<file path="src/rtl/line_lock_tracker.sv">
module line_lock_tracker #(
  parameter int SETS = 16,
  parameter int WAYS = 16,
  parameter int CW   = 6,
  localparam int SW  = $clog2(SETS),
  localparam int WW  = $clog2(WAYS)
) (
  input  logic            clk,
  input  logic            rst_n,
  input  logic            lock_valid,
  input  logic [SW-1:0]   lock_set,
  input  logic [WW-1:0]   lock_way,
  input  logic [CW-1:0]   lock_count,
  output logic            lock_retry,
  input  logic            consume_valid,
  input  logic [SW-1:0]   consume_set,
  input  logic [WW-1:0]   consume_way,
  input  logic            tile_done,
  input  logic [SW-1:0]   query_set,
  output logic [WAYS-1:0] repl_mask,
  output logic            err_underflow
);

  logic [CW-1:0]   cnt  [SETS][WAYS];
  logic [WAYS-1:0] busy [SETS];

  logic [WAYS-1:0] tgt_busy;
  logic            lock_ok;
  logic            cons_zero;

  assign tgt_busy   = busy[lock_set];
  assign lock_retry = lock_valid && (lock_count != '0) && !tgt_busy[lock_way]
                      && ($countones(tgt_busy) >= WAYS - 1);
  assign lock_ok    = lock_valid && !lock_retry;
  assign cons_zero  = consume_valid && !busy[consume_set][consume_way];
  assign repl_mask  = ~busy[query_set];

  for (genvar s = 0; s < SETS; s++) begin : g_set
    for (genvar w = 0; w < WAYS; w++) begin : g_way
      logic hit_lock, hit_cons;
      assign hit_lock     = lock_ok && (lock_set == s) && (lock_way == w);
      assign hit_cons     = consume_valid && (consume_set == s) && (consume_way == w);
      assign busy[s][w]   = |cnt[s][w];

      always_ff @(posedge clk) begin
        if (!rst_n || tile_done)           cnt[s][w] <= '0;
        else if (hit_lock)                 cnt[s][w] <= lock_count;
        else if (hit_cons && busy[s][w])   cnt[s][w] <= cnt[s][w] - 1'b1;
      end
    end
  end

  always_ff @(posedge clk) begin
    if (!rst_n)                       err_underflow <= 1'b0;
    else if (cons_zero && !tile_done) err_underflow <= 1'b1;
  end


  lock_load_chk: assert property (@(posedge clk) disable iff (!rst_n)
    lock_valid && !lock_retry && !tile_done
    |=> cnt[$past(lock_set)][$past(lock_way)] == $past(lock_count));


  retry_hold_chk: assert property (@(posedge clk) disable iff (!rst_n)
    lock_retry |=> cnt[$past(lock_set)][$past(lock_way)] == '0);


  tile_clear_chk: assert property (@(posedge clk) disable iff (!rst_n)
    tile_done |=> repl_mask == '1);


  err_sticky_chk: assert property (@(posedge clk) disable iff (!rst_n)
    err_underflow |=> err_underflow);


  err_set_chk: assert property (@(posedge clk) disable iff (!rst_n)
    consume_valid && !tile_done && cnt[consume_set][consume_way] == '0 |=> err_underflow);


  free_way_chk: assert property (@(posedge clk) disable iff (!rst_n)
    repl_mask != '0);

endmodule

</file>
<file path="config.mk">
export PLATFORM = sky130hd
export DESIGN_NAME = line_lock_tracker
export DESIGN_NICKNAME = d
export VERILOG_FILES = /design/src/rtl/line_lock_tracker.sv
export SDC_FILE = /design/constraint.sdc
export NUM_CORES = 2
export LEC_CHECK = 0
export ABC_CLOCK_PERIOD_IN_PS = 15200
export BUFFER_PORTS_ARGS = -buffer_cell sky130_fd_sc_hd__buf_4
export CAP_MARGIN = 0
export CORE_MARGIN = 5
export CORE_UTILIZATION = 50
export DETAILED_ROUTE_END_ITERATION = 10
export PLACE_DENSITY = 0.65
export SYNTH_ARGS = -nofsm -noshare
export SYNTH_HDL_FRONTEND = slang
export SYNTH_SLANG_ARGS = --single-unit
</file>
<file path="constraint.sdc">
create_clock -name clk -period 15.2 [get_ports clk]
set_input_delay 0.76 -clock clk [delete_from_list [all_inputs] [get_ports clk]]
set_output_delay 0.76 -clock clk [all_outputs]
set_load 0.01 [all_outputs]
</file>
# Word level (Yosys, flattened, before mapping)
# Memory sizes are Yosys's and may differ from the RTL's.
# Cells that the tools add are included.
[classes] n_addsub=271 n_lt_le_gt_ge=6 n_eq_ne=60 muxes=2319 n_bitwise=516 n_reduce_logical=1073
[ops] operator="$mux W6" count=512
[ops] operator="$mux W1" count=1796
[ops] operator="$reduce_or A6 Y1" count=256
[ops] operator="$sub A6 B1 Y6 const B" count=256
[ops] operator="$logic_and A1 B1 Y1" count=806
[ops] operator="$or A1 B1 Y1" count=512
[ops] operator="$bmux W16 S4" count=3
[ops] operator="$eq A4 B4 Y1 const B" count=32
[ops] operator="$mux W16" count=6
[ops] operator="$eq A4 B3 Y1 const B" count=16
[ops] operator="$eq A4 B2 Y1 const B" count=8
[ops] operator="$add A1 B1 Y2" count=8
[ops] operator="$eq A4 B1 Y1 const B" count=4
[ops] operator="$logic_not A4 Y1" count=4
[ops] operator="$not A16 Y16" count=1
[ops] operator="$ge A5 B5 Y1 const B" count=3
[ops] operator="$not A4 Y5" count=3
[ops] operator="$add A2 B2 Y3" count=4
[ops] operator="$lt A4 B5 Y1 const B" count=2
[ops] operator="$add A3 B3 Y4" count=2
[ops] operator="$bmux W1 S4" count=2
[ops] operator="$reduce_bool A6 Y1" count=1
[ops] operator="$add A4 B4 Y5" count=1
[ops] operator="$ge A5 B4 Y1 const B" count=1
[ops] operator="other kinds (2)" count=6
[word_totals] reg_bits=1 ram_bits=1536 in_bits=31 output_inout_bits=18 word_cells=4247 memories=1
[memory_table] memory="cnt" words=16 width=96 rd=16 rd_ports_with_merged_regs=0 wr=16 line_no="24" source="logic [CW-1:0] cnt [SETS][WAYS];"

# Logic depth before layout (Yosys ltp)
# An unclocked memory read counts as a cell.
[logic_depth] depth_word=20 depth_mapped=32 depth_no_buf=28

# Worst setup path after synthesis
# OpenSTA, ideal clock, no wires.
[synth_timing] path_type="input-to-reg" start="input lock_set[2]" end="memory cnt[0][162] (netlist bit), enable pin" setup_time_ns=0.377 arrival_time_ns=7.039 t_required_ns=14.823 slack_ns=7.784 stages=29 path_buffers=7 cell_sequence="buf_2 -> buf_2 -> buf_1 -> nand4b_1 -> o2111ai_1 -> nand4_1 -> or3_1 -> fa_1 -> inv_1 -> fa_1 -> fa_1 -> inv_1 -> fa_1 -> ha_1 -> fa_1 -> xor2_1 -> a22o_1 -> a21oi_1 -> o22ai_1 -> o311ai_0 -> a31oi_1 -> and4bb_2 -> o31ai_4 -> inv_2 -> buf_6 -> buf_4 -> buf_4 -> buf_2 -> o21ai_0"
[synth_lines] element="start: declaration" line_no="11" source="input logic [SW-1:0] lock_set,"
[synth_lines] element="end: declaration" line_no="24"

==> run_results.csv <==
group,metric,value,unit
critical_path,start_kind,"primary input",
drt,drtAntennaViolNets,0,
floorplanning,io_pins,49,
drt,drc,0,
synth,synth-seq-cells,1537,
synth,syn_nets,10753,
floorplanning,core_area,0.212,mm2
clock_network,clkTransAtPathRegs,0.06,ns
flow_run,maxCapViolCount,0,
layout,postLayoutCoreUtil,55.2,%
drt,route.final.wire_length,375000,um
critical_path,r2r-end,"cnt[0][73]$_DFFE_PP_",
grt,grt_pass1_wl,546000,um
clock_network,tritoncts,"done",
grt,grt_pass1_vias,83163,
timing,min_period,10.33,ns
critical_path,crit_fanout,103,
min_path,whs_path_depth,3,
placed_design,dpl.hpwl,243000,um
layout,drive_above_1_share,10.7,%
timing,slew_violations,0,
timing,period_share,68.0,%
layout,nets,10776,
power_and_ir_drop,irDropWorstVdd,0.000184,V
clock_network,post_cts_resize_count,0,
clock_network,cts_buffers,181,
critical_path,r2r_cells,29,
grt,grt.total_usage,32.5,%
synth,synth-edff-count,1536,
critical_path,cp-end-kind,"flop",
floorplanning,fp.dieH,472,um
synth,synthArstFlopShare,0,%
critical_path,worstPathArrival,10.87,ns
power_and_ir_drop,power_leakage,46.8,nW
critical_path,cp_slowest_stage_delay,0.78,ns
clock_network,clk_latency,0.87,ns
clock_network,clockBufferDepth,3,
clock_network,cts_sinks,1537,
critical_path,path_delay_family,"buffers and inverters",
floorplanning,initial_core_util,50.3,%
grt,antenna_found_initial,30,
synth,synth_warnings,0,
floorplanning,fp.dieArea,0.223,mm2
drt,dr.pass1.iters,6,
synth,synth_flop_cell,"edfxtp_1",
timing,finClkSkew,0.0638,ns
layout,fill_cells,18254,
drt,drt_iter0_drc,10750,
critical_path,regToRegSetupSlack,4.93,ns
drt,vias,85769,
timing,tightest_slew,1.43,ns
timing,fmax,0.0968,GHz
timing,rsz0062_at_grt,"no",
floorplanning,rows,169,
synth,synthesis.instances,10371,
clock_network,htree_levels,4,
status,outcome,"finished, final reports clean",
synth,syn_area_per_cell,10.3,um2
timing,fin_tns_setup,0,ns
min_path,holdCritStartpoint,"lock_set[3]",
synth,synth.cell_area,0.107,mm2
drt,avgRoutedWirePerCell,28.0,um
min_path,min_to,"cnt[1][669]$_DFFE_PP_",
clock_network,cts_setup_buffers,0,
timing,slew_headroom,4.48,%
placed_design,gp_congestion,1.01,
timing,hold_violations,0,
min_path,hold_path.class,"in -> reg",
synth,synth_cell_types,89,
power_and_ir_drop,p_per_area,97.3,mW/mm2
critical_path,cp.required,15.74,ns
critical_path,critical_path_class,"in -> reg",
clock_network,ctsHoldBuffers,0,
timing,setup_violations,0,
synth,yosysSeqAreaShare,43.2,%
floorplanning,die_width,472,um
grt,grt-ovfl-total,0,
critical_path,cpMaxStageDelayCell,"buf_4",
grt,grt_max_degree,130,
layout,area_delta_synth_final,9.61,%
power_and_ir_drop,power.total,11.4,mW
drt,via_per_inst,6.40,
clock_network,cts-root-buf,"clkbuf_16",
critical_path,r2r-start,"cnt[0][540]$_DFFE_PP_",
critical_path,path_buf_inv,8,
placed_design,portBuffers,48,
## sequential cells by signal (all words and copies together), names as in the netlist
| name | cells |
|---|---|
| err_underflow | 1 |
| cnt | 1536 |
## kinds of logic after synthesis
logic type	count (synthesis)	synth area share, %
buffers and inverters	1063	3.88
muxes	1690	17.8
AOI/OAI and AO/OA	433	3.00
adders and majority gates	351	4.18
and+or+nand+nor	4278	19.7
xor gates and xnor gates	1019	8.35
DFF	1537	43.2
## layout by cell type, fill, tap and decap left out, drive strengths merged, types with 47 or more instances in the layout
cell type and instances:
clkinv 86, nand2 1521, edfxtp 1536, o311ai 110
nand4 140, a21oi 61, mux4 146, and3 49
or3 125, buf 357, mux2 183, nor3b 225
nor2 741, xor2 649, ha 341, inv 551
o21ai 67, nand2b 266, mux2i 1361, nor3 677
nand3 313, nor4 47, clkbuf 221, xnor2 370
## cell type report
cell class | count | area [um2] | share of cell area (%)
Antenna cell | 35 | 87.6 | 0.0748
Clock buffer | 221 | 4740 | 4.05
Clock inverter | 108 | 933 | 0.797
Inverter | 546 | 2060 | 1.76
Multi-Input combinational cell | 7771 | 56900 | 48.6
Sequential cell | 1537 | 46100 | 39.4
Tap cell | 2821 | 3530 | 3.01
Timing Repair Buffer | 357 | 2750 | 2.35
## metrics by stage
| step | setup slack [ns] | hold slack, ns | instance area [um2] | std cells |
|---|---|---|---|---|
| after global placement | 4.57 | 0.652 | 111000 | 13031 |
| after global routing | 4.69 | 0.612 | 117000 | 13367 |
| after CTS | 5.23 | 0.553 | 117000 | 13361 |
| final | 4.87 | 0.602 | 117000 | 13396 |
| after detailed placement | 4.41 | 0.660 | 111000 | 13032 |
| after floorplan | 7.78 | 0.636 | 107000 | 10371 |
## per-layer routing
metal	part of all wire [%]	global-route usage, %	routed length (um)	vias up
met3	12	7.67	45300	1361
met4	7.6	20.9	28700	8
li1	-	-	-	37258
met5	0.014	0	53	-
met1	37	42.1	140000	41792
met2	43	49.0	161000	5350
## worst max-delay path by stage
stage                     cells past startpoint             startpoint  slack [ns]               endpoint
after floorplan                              29            lock_set[2]        7.78  cnt[0][162]$_DFFE_PP_
after global placement                       29            lock_set[1]        4.57  cnt[1][516]$_DFFE_PP_
after detailed placement                     29            lock_set[1]        4.41  cnt[1][516]$_DFFE_PP_
after CTS                                    29  cnt[0][540]$_DFFE_PP_        5.23   cnt[0][75]$_DFFE_PP_
after global routing                         29  cnt[0][541]$_DFFE_PP_        4.69   cnt[0][74]$_DFFE_PP_
final                                        29            lock_set[1]        4.87   cnt[0][73]$_DFFE_PP_
## power breakdown
group	total [mW]	internal (mW)	switching [mW]
logic	2.11	0.649	1.46
registers	4.99	4.84	0.148
clock network	4.30	2.45	1.86
total	11.4	7.93	3.47
## tightest hold or removal path, cell delays in order
cell,delay [ns]
buf_4,0.18
nand4_2,0.22
mux2i_1,0.10
## Yosys cell counts (18+ instances only)
library cell / number / area, um2
nand3b_1: 33 / 248
nand3_1: 313 / 1570
xor2_1: 649 / 5680
clkbuf_1: 372 / 1400
and2_1: 33 / 206
nand4_1: 134 / 838
a21oi_1: 61 / 305
o21ai_0: 64 / 320
a22oi_1: 18 / 135
o311ai_0: 110 / 963
mux2i_1: 1361 / 13600
nor2_4: 25 / 282
edfxtp_1: 1536 / 46100
nor3_1: 665 / 3330
mux4_2: 146 / 3290
ha_1: 341 / 4270
nor3b_1: 225 / 1690
a31oi_1: 24 / 150
inv_1: 544 / 2040
or3_1: 125 / 782
buf_2: 53 / 265
nor2b_1: 20 / 125
and3_1: 49 / 307
nor4_1: 40 / 250
nor2_1: 658 / 2470
nand2b_1: 266 / 1660
xnor2_1: 370 / 3240
buf_1: 76 / 285
nor2_2: 58 / 363
mux2_2: 178 / 2000
a211oi_1: 19 / 143
nand2_1: 1520 / 5710
and3b_1: 27 / 236
Power figures use the tool's default switching activity.
